File: config.mk
export PLATFORM = sky130hd
export DESIGN_NAME = dir_home_ctrl
export DESIGN_NICKNAME = d
export VERILOG_FILES = /design/src/rtl/dir_pkg.sv /design/src/rtl/dir_onehot_enc.sv /design/src/rtl/dir_home_ctrl.sv
export SDC_FILE = /design/constraint.sdc
export NUM_CORES = 1
export LEC_CHECK = 0
export ABC_AREA = 1
export BUFFER_PORTS_ARGS = -buffer_cell sky130_fd_sc_hd__buf_2
export CAP_MARGIN = 0
export CORE_UTILIZATION = 40
export CTS_CLUSTER_DIAMETER = 120
export DETAILED_ROUTE_END_ITERATION = 10
export MAX_ROUTING_LAYER = met4
export PLACE_DENSITY = 0.65
export SYNTH_ARGS = -nofsm -noshare
export SYNTH_HDL_FRONTEND = slang
export SYNTH_SLANG_ARGS = --single-unit
export TNS_END_PERCENT = 20
File: constraint.sdc
create_clock -name clk -period 1.4 [get_ports clk]
set_input_delay 0.42 -clock clk [delete_from_list [all_inputs] [get_ports clk]]
set_output_delay 0.42 -clock clk [all_outputs]
set_load 0.005 [all_outputs]
File: src/rtl/dir_pkg.sv
package dir_pkg;
    typedef enum logic [2:0] {
        S_UNC = 3'd0,
        S_SHR = 3'd1,
        S_EXC = 3'd2,
        S_WRD = 3'd3,
        S_WWR = 3'd4
    } dir_st_e;

    localparam logic [1:0] CODE_UNC = 2'd0;
    localparam logic [1:0] CODE_SHR = 2'd1;
    localparam logic [1:0] CODE_EXC = 2'd2;
endpackage

File: src/rtl/dir_onehot_enc.sv
module dir_onehot_enc #(
    parameter int N = 4,
    localparam int W = (N > 1) ? $clog2(N) : 1
) (
    input  logic [N-1:0] vec,
    output logic [W-1:0] idx
);
    always_comb begin
        idx = '0;
        for (int i = 0; i < N; i++) begin
            if (vec[i]) idx = idx | W'(i);
        end
    end
endmodule

File: src/rtl/dir_home_ctrl.sv
module dir_home_ctrl
    import dir_pkg::*;
#(
    parameter int NPROC = 4,
    localparam int ID_W = (NPROC > 1) ? $clog2(NPROC) : 1
) (
    input  logic             clk,
    input  logic             rst_n,
    input  logic             req_valid,
    output logic             req_ready,
    input  logic             req_is_wr,
    input  logic [ID_W-1:0]  req_src,
    input  logic             wb_valid,
    input  logic [ID_W-1:0]  wb_src,
    output logic             rep_valid,
    output logic [ID_W-1:0]  rep_dst,
    output logic             inv_valid,
    output logic [NPROC-1:0] inv_mask,
    output logic             fet_valid,
    output logic             fet_inv,
    output logic [ID_W-1:0]  fet_dst,
    output logic             mem_wr,
    output logic [1:0]       dir_state,
    output logic [NPROC-1:0] dir_sharers
);
    localparam logic [NPROC-1:0] ONE = NPROC'(1);

    dir_st_e          st_q, st_n;
    logic [NPROC-1:0] sh_q, sh_n;
    logic [ID_W-1:0]  pend_q, pend_n;
    logic [ID_W-1:0]  owner_id;

    logic             rep_v_n, inv_v_n, fet_v_n, fet_inv_n, mem_wr_n;
    logic [ID_W-1:0]  rep_dst_n, fet_dst_n;
    logic [NPROC-1:0] inv_mask_n, req_bit, clr_mask;
    logic             req_fire, owner_wb, idle_st;

    dir_onehot_enc #(.N(NPROC)) u_owner_enc (
        .vec (sh_q),
        .idx (owner_id)
    );

    assign idle_st   = (st_q == S_UNC) || (st_q == S_SHR) || (st_q == S_EXC);
    assign req_ready = idle_st && !wb_valid;
    assign req_fire  = req_valid && req_ready;
    assign req_bit   = ONE << req_src;
    assign owner_wb  = wb_valid && sh_q[wb_src];
    assign clr_mask  = sh_q & ~req_bit;

    // next-state and message generation
    always_comb begin
        st_n       = st_q;
        sh_n       = sh_q;
        pend_n     = pend_q;
        rep_v_n    = 1'b0;
        rep_dst_n  = '0;
        inv_v_n    = 1'b0;
        inv_mask_n = '0;
        fet_v_n    = 1'b0;
        fet_inv_n  = 1'b0;
        fet_dst_n  = '0;
        mem_wr_n   = 1'b0;
        unique case (st_q)
            S_UNC: begin
                if (req_fire) begin
                    rep_v_n   = 1'b1;
                    rep_dst_n = req_src;
                    sh_n      = req_bit;
                    st_n      = req_is_wr ? S_EXC : S_SHR;
                end
            end
            S_SHR: begin
                if (req_fire) begin
                    rep_v_n   = 1'b1;
                    rep_dst_n = req_src;
                    if (req_is_wr) begin
                        inv_v_n    = |clr_mask;
                        inv_mask_n = clr_mask;
                        sh_n       = req_bit;
                        st_n       = S_EXC;
                    end else begin
                        sh_n = sh_q | req_bit;
                    end
                end
            end
            S_EXC: begin
                if (owner_wb) begin
                    mem_wr_n = 1'b1;
                    sh_n     = '0;
                    st_n     = S_UNC;
                end else if (req_fire) begin
                    fet_v_n   = 1'b1;
                    fet_inv_n = req_is_wr;
                    fet_dst_n = owner_id;
                    pend_n    = req_src;
                    st_n      = req_is_wr ? S_WWR : S_WRD;
                end
            end
            S_WRD: begin
                if (owner_wb) begin
                    mem_wr_n  = 1'b1;
                    rep_v_n   = 1'b1;
                    rep_dst_n = pend_q;
                    sh_n      = sh_q | (ONE << pend_q);
                    st_n      = S_SHR;
                end
            end
            S_WWR: begin
                if (owner_wb) begin
                    mem_wr_n  = 1'b1;
                    rep_v_n   = 1'b1;
                    rep_dst_n = pend_q;
                    sh_n      = ONE << pend_q;
                    st_n      = S_EXC;
                end
            end
            default: st_n = S_UNC;
        endcase
    end

    // state register
    always_ff @(posedge clk) begin
        if (!rst_n) begin
            st_q   <= S_UNC;
            sh_q   <= '0;
            pend_q <= '0;
        end else begin
            st_q   <= st_n;
            sh_q   <= sh_n;
            pend_q <= pend_n;
        end
    end

    // registered message outputs
    always_ff @(posedge clk) begin
        if (!rst_n) begin
            rep_valid <= 1'b0;
            rep_dst   <= '0;
            inv_valid <= 1'b0;
            inv_mask  <= '0;
            fet_valid <= 1'b0;
            fet_inv   <= 1'b0;
            fet_dst   <= '0;
            mem_wr    <= 1'b0;
        end else begin
            rep_valid <= rep_v_n;
            rep_dst   <= rep_dst_n;
            inv_valid <= inv_v_n;
            inv_mask  <= inv_mask_n;
            fet_valid <= fet_v_n;
            fet_inv   <= fet_inv_n;
            fet_dst   <= fet_dst_n;
            mem_wr    <= mem_wr_n;
        end
    end

    always_comb begin
        unique case (st_q)
            S_UNC:               dir_state = CODE_UNC;
            S_SHR:               dir_state = CODE_SHR;
            S_EXC, S_WRD, S_WWR: dir_state = CODE_EXC;
            default:             dir_state = CODE_UNC;
        endcase
    end
    assign dir_sharers = sh_q;

    // assertions
    assert_unc_empty_R1: assert property (@(posedge clk) disable iff (!rst_n)
        (st_q == S_UNC) |-> (sh_q == '0));

    assert_unc_read_reply_R2: assert property (@(posedge clk) disable iff (!rst_n)
        (req_fire && !req_is_wr && st_q == S_UNC) |=>
            (rep_valid && rep_dst == $past(req_src) && dir_state == CODE_SHR));

    assert_shared_nonempty_R4: assert property (@(posedge clk) disable iff (!rst_n)
        (st_q == S_SHR) |-> (sh_q != '0));

    assert_inv_excludes_req_R5: assert property (@(posedge clk) disable iff (!rst_n)
        inv_valid |-> (rep_valid && !inv_mask[rep_dst] && inv_mask != '0));

    assert_single_owner_R3: assert property (@(posedge clk) disable iff (!rst_n)
        (st_q == S_EXC || st_q == S_WRD || st_q == S_WWR) |-> ($countones(sh_q) == 1));

    assert_wait_not_ready_R6: assert property (@(posedge clk) disable iff (!rst_n)
        (st_q == S_WRD || st_q == S_WWR) |-> !req_ready);

    assert_fetch_to_owner_R7: assert property (@(posedge clk) disable iff (!rst_n)
        fet_valid |-> sh_q[fet_dst]);

    assert_wb_blocks_req_R10: assert property (@(posedge clk) disable iff (!rst_n)
        wb_valid |-> !req_ready);
endmodule

## Yosys cells after proc, flatten, opt, wreduce, memory -nomap -nowiden

Index checks and enable logic that the tools add are counted.

- Word-level logic and storage cells: 81
- Output and inout port bits: 20
- Register bits after elaboration: 22
- Input bits: 9

- Muxes and demuxes: 29
- Shifts and indexed selects: 2
- Magnitude comparators: 1
- Bitwise operators: 8
- Reductions and logical operators: 19
- Equal/unequal tests: 11

Operators by type and width:

| cell | number |
|---|---|
| 3-bit 2-to-1 mux | 8 |
| 4-bit 2-to-1 mux | 6 |
| 4-bit case mux with 5 select lines | 1 |
| 3-bit case mux with 5 select lines | 1 |
| 2-bit inequality test (second input constant) | 6 |
| 6-bit AND reduction | 2 |
| 2-bit 2-to-1 mux | 5 |
| 4-bit OR | 2 |
| 2-bit case mux with 2 select lines | 2 |
| 4-bit OR reduction | 2 |
| 1-bit by 2-bit << shifter with 4-bit output (first input constant) | 2 |
| 3-bit by 2-bit equality test with 1-bit output (second input constant) | 2 |
| 3-bit OR reduction | 2 |
| 5-bit nonzero test | 1 |
| 4-bit bitwise AND | 1 |
| 1-bit 2-to-1 mux | 4 |
| 1-bit inverter | 4 |
| 4-bit inverter | 1 |
| 4-bit AND reduction | 1 |
| 2-bit OR reduction | 2 |
| 3-bit by 1-bit equality test with 1-bit output (second input constant) | 1 |
| 3-bit equality test (second input constant) | 1 |
| 1-bit logical AND | 3 |
| 3-bit logical NOT | 1 |
| 8 further kinds | 9 |

## Logic depth before layout (Yosys ltp)

- Depth after elaboration: 8
- Gate-level depth with buffers: 11
- Gate-level depth less buffers: 11

## Hierarchy

Synthesis repeated with hierarchy kept, for this count alone.

- Cell total of the unflattened synthesis: 166
- Area, all modules: 1,086.0 µm²

Modules (own cells, without submodules):

| module | cells each | area each (µm²) | seq. area each (µm²) | instances |
|---|---|---|---|---|
| dir_home_ctrl | 161 | 1,067.3 | 440.4 | 1 |
| dir_onehot_enc | 5 | 18.8 | 0.0 | 1 |

## Worst setup path before layout

No wires, ideal clock.

- Kind: reg2reg
- From: register st_q[2]
- To: register sh_q[1] (netlist: dir_sharers[1])
- Library setup time: 114 ps
- Data arrival time: 1,205 ps
- Stages on the path, launching flop included: 11
- Period minus slack after synthesis: 1,319 ps
- Path slack: 81 ps
- Required time: 1,286 ps
- Buffers on the path: 0
- Path through: dfxtp_1 inv_4 nand2_2 nor2_2 nand2_2 nand2_4 nand2_8 nor2_8 nand2_1 nand2_1 nor2_2

- Cells in the longest elaborated chain, start to end: 7
- Elaborated cells between the ends (all ways): 17
- Those cells by class: eq/ne (9); mux (1); reduce/logical (7)

Ends and longest elaborated chain:

| item | RTL line | RTL |
|---|---|---|
| from (decl) | dir_home_ctrl.sv:28 | `dir_st_e st_q, st_n;` |
| from (signal assigned) | dir_home_ctrl.sv:128 | `st_q <= st_n;` |
| 3-bit by 1-bit equality test with 1-bit output or 3-bit logical NOT (tied branches) | dir_home_ctrl.sv:43 | `assign idle_st = (st_q == S_UNC) \|\| (st_q == S_SHR) \|\| (st_q == S_EXC);` |
| 1-bit logical OR | dir_home_ctrl.sv:43 |  |
| 1-bit logical OR * | dir_home_ctrl.sv:43 |  |
| 1-bit logical AND * | dir_home_ctrl.sv:44 | `assign req_ready = idle_st && !wb_valid;` |
| net req_ready | dir_home_ctrl.sv:10 | `output logic req_ready,` |
| 1-bit logical AND * | dir_home_ctrl.sv:45 | `assign req_fire = req_valid && req_ready;` |
| 2-bit inequality test (no source line) | -- |  |
| 6-bit AND reduction (no source line) * | -- |  |
| to (signal assigned) | dir_home_ctrl.sv:129 | `sh_q <= sh_n;` |
| to (decl) | dir_home_ctrl.sv:29 | `logic [NPROC-1:0] sh_q, sh_n;` |

The timed path passes the listed nets; every way through them passes the cells marked *.
A chain may end at the register's enable or synchronous reset.

## Worst setup path in the final report

- From: register st_q[0]
- To: output port dir_state[1]

- Cells in the longest elaborated chain, start to end: 3
- Elaborated cells between the ends (all ways): 6
- Those cells by class: eq/ne (4); mux (1); reduce/logical (1)

Ends and longest elaborated chain:

| item | RTL line | RTL |
|---|---|---|
| 3-bit by 2-bit equality test with 1-bit output or 3-bit equality test (tied branches) | dir_home_ctrl.sv:158 | `unique case (st_q)` |
| 3-bit OR reduction (no source line) | -- |  |
| 2-bit case mux with 2 select lines * | dir_home_ctrl.sv:158 |  |
| to (decl) | dir_home_ctrl.sv:23 | `output logic [1:0] dir_state,` |

Mark *: on every way between the ends. The rest lies on a longest branch, timed or not.

==> impl_results.md <==
* Status: finished, violations left
* Violated checks: negative setup slack
* Vias in the first global route at 1036
* Setup violators final at 5
* Leakage at 0.805 nW
* CP Capture Type: output port
* Initial antenna violation count at 0
* RSZ-0062 raised after global routing: yes
* Worst Max-Slew Pin Slew at 0.245 ns
* FMAX at 658 MHz
* Final min period at 1.52 ns
* Finished Cell Area at 1590 µm²
* Synth Cell Area at 1160 µm²
* Area of placed instances at 1430 µm²
* CP Data Required Time at 0.98 ns
* Arrival @ worst endpoint at 1.10 ns
* Clk buf depth at 2
* Via count at 1156
* Synthesis-stage register bit count at 22
* Total power at 0.00288 W
* Core area at 2760 µm²
* Die height at 55.9 µm
* Clock transition at path regs at 0.13 ns
* Row count at 19
* Global-route wire length before repair at 4490 µm
* Crit-path max FO at 4
* Critical path class: flip-flop to output port
* I/O Pins at 29
* Iteration-0 DRC Markers at 34
* DR WL/cell at 11.2 µm
* Power Dens Cells at 1810 nW/µm²
* Setup_tns at -0.311 ns
* 1st-pass router iterations at 4
* Post-Syn Instances at 167
* Worst vdd ir at 0.919 mV
* Post-layout utilization of the core at 57.7%
* Clk_skew at 0.00498 ns
* Synth unique cells at 24
* Mean Syn Cell Area at 6.96 µm²
* Worst rel slew slack at 83.6%
* Commonest non-fill, non-tap cell in the layout: nand2_1
* Final Cycle Share at 109%
* GRT overflow at 0
* WL final at 2740 µm
* Layout area overhead at 36.8%
* Final hold violation count at 0
* Final ANT Viol Nets at 0
* DP HPWL at 2120 µm
* Post-DR vias/cell at 4.74
* Final Max Tran Viols at 0
* Full die area at 3130 µm²
* # diodes at 0
* Number of I/O port buffers at 28
* Min-Delay Path Class: input pin to flip-flop
* Nets@finish at 223
* Worst Hold Slack at 0.439 ns
* Seq/Total Area, Yosys at 37.9%
* CTS Sinks at 22
* Largest net degree at the start of global routing at 14
* Inserted Clock Buffers at 3
* Maxcap violations at 0
* RD Place Congestion at 0.896
* Syn_nets at 176
* Most frequent cells in the layout: nand2_1, nor2_1, buf_2, inv_1, dfxtp_1
* DIE WIDTH at 55.9 µm
* DRC viols at 0
* Number of fill cells in the layout at 251
* Share of layout cells above drive strength 1 at 40.4%
* CP Launch Type: flip-flop
* CTS tree: done
* Starting Density at 42.2%
* CTS Root Cell: clkbuf_4
* Clock latency on the worst-skew pair at 0.31 ns
* R2R setup slack at -0.01 ns
* H-tree levels at 1
* YS warnings at 0
* Gr usage total at 18.8%
* Setup ws final at -0.121 ns
## layout make-up
cell class / count / area, µm² / share of cell area (%)
timing repair buffer: 43 / 256 / 16.1
clock buffer: 3 / 22.5 / 1.42
inverter: 25 / 101 / 6.37
tap: 31 / 38.8 / 2.44
sequential: 22 / 452 / 28.4
multi-input combinational: 119 / 689 / 43.4
clock inverter: 1 / 30.0 / 1.89
## logic make-up (layout without fill, tap and decap cells)
family                 after synthesis  in the layout  synth area share, %
flip-flops                          22             22                 37.9
buffers and inverters               26             72                 9.47
AO/OA/AOI/OAI                       15             15                 8.18
AND/OR/NAND/NOR                    104            104                 44.5
## report_power, final
| part | total [W] | switching [W] | internal (W) |
|---|---|---|---|
| clock | 0.000484 | 0.000195 | 0.000289 |
| sequential | 0.000811 | 0.0000764 | 0.000735 |
| combinational | 0.00159 | 0.000929 | 0.000659 |
## flip-flops by register name, summed over array words and instances (netlist names)
name / cells
inv_mask: 4
fet_dst: 2
fet_valid: 1
pend_q: 2
fet_inv: 1
mem_wr: 1
rep_dst: 2
st_q: 3
inv_valid: 1
rep_valid: 1
dir_sharers: 4
## critical path: stages (launching register included)
cell     delay (ns)
dfxtp_4        0.38
nor2_4         0.13
nand2_2        0.08
o21ai_4        0.07
buf_2          0.13
## stage by stage
stage	setup slack, ns	std cells
after floorplan	0.0809	167
after detailed placement	-0.113	238
after global placement	-0.0722	238
after CTS	-0.128	244
final	-0.121	244
after global routing	-0.189	244
## repair_timing
item,in CTS,in global routing
setup buffers,2,0
hold buffers,0,0
hold endpoints to repair,0,0
resized for setup,16,11
pin swaps,6,2
endpoints found under the setup margin,10,15
## synthesized netlist by cell type
cell       n  area, µm²
nand4_1    1       6.26
o21a_4     1       15.0
nand2_1   43        161
nand2_4    2       22.5
nor3_1     1       5.00
clkbuf_8   1       13.8
o22ai_1    2       12.5
inv_2      3       11.3
o21ai_2    1       8.76
o21ai_0    4       20.0
nor2_1    29        109
nand2_8    1       20.0
nor2_8     2       40.0
nor2_4     1       11.3
dfxtp_1   22        440
o21ai_1    1       5.00
nor2_2     4       25.0
nor3_2     1       10.0
inv_4      1       6.26
a41oi_1    1       8.76
inv_1     21       78.8
nand2_2    9       56.3
nand3_1   10       50.1
a21oi_1    5       25.0
## metal layers
metal / global-route usage (%) / vias up / routed length, µm
met3: 4.42 / 2 / 122
met2: 32.0 / 27 / 1380
li1: - / 609 / -
met5: - / - / 0
met4: 4.18 / 0 / 18
met1: 22.7 / 518 / 1220
## worst paths after layout
check / from / endpoint / cells past startpoint
min: req_is_wr / fet_inv$_SDFF_PP0_ / 3
max reg2reg: st_q[0]$_SDFFE_PN0P_ / dir_sharers[2]$_SDFFE_PN0P_ / 12
min reg2reg: dir_sharers[1]$_SDFFE_PN0P_ / fet_dst[0]$_SDFF_PP0_ / 2
max: st_q[0]$_SDFFE_PN0P_ / dir_state[1] / 4
(Power assumes the default switching activity.)
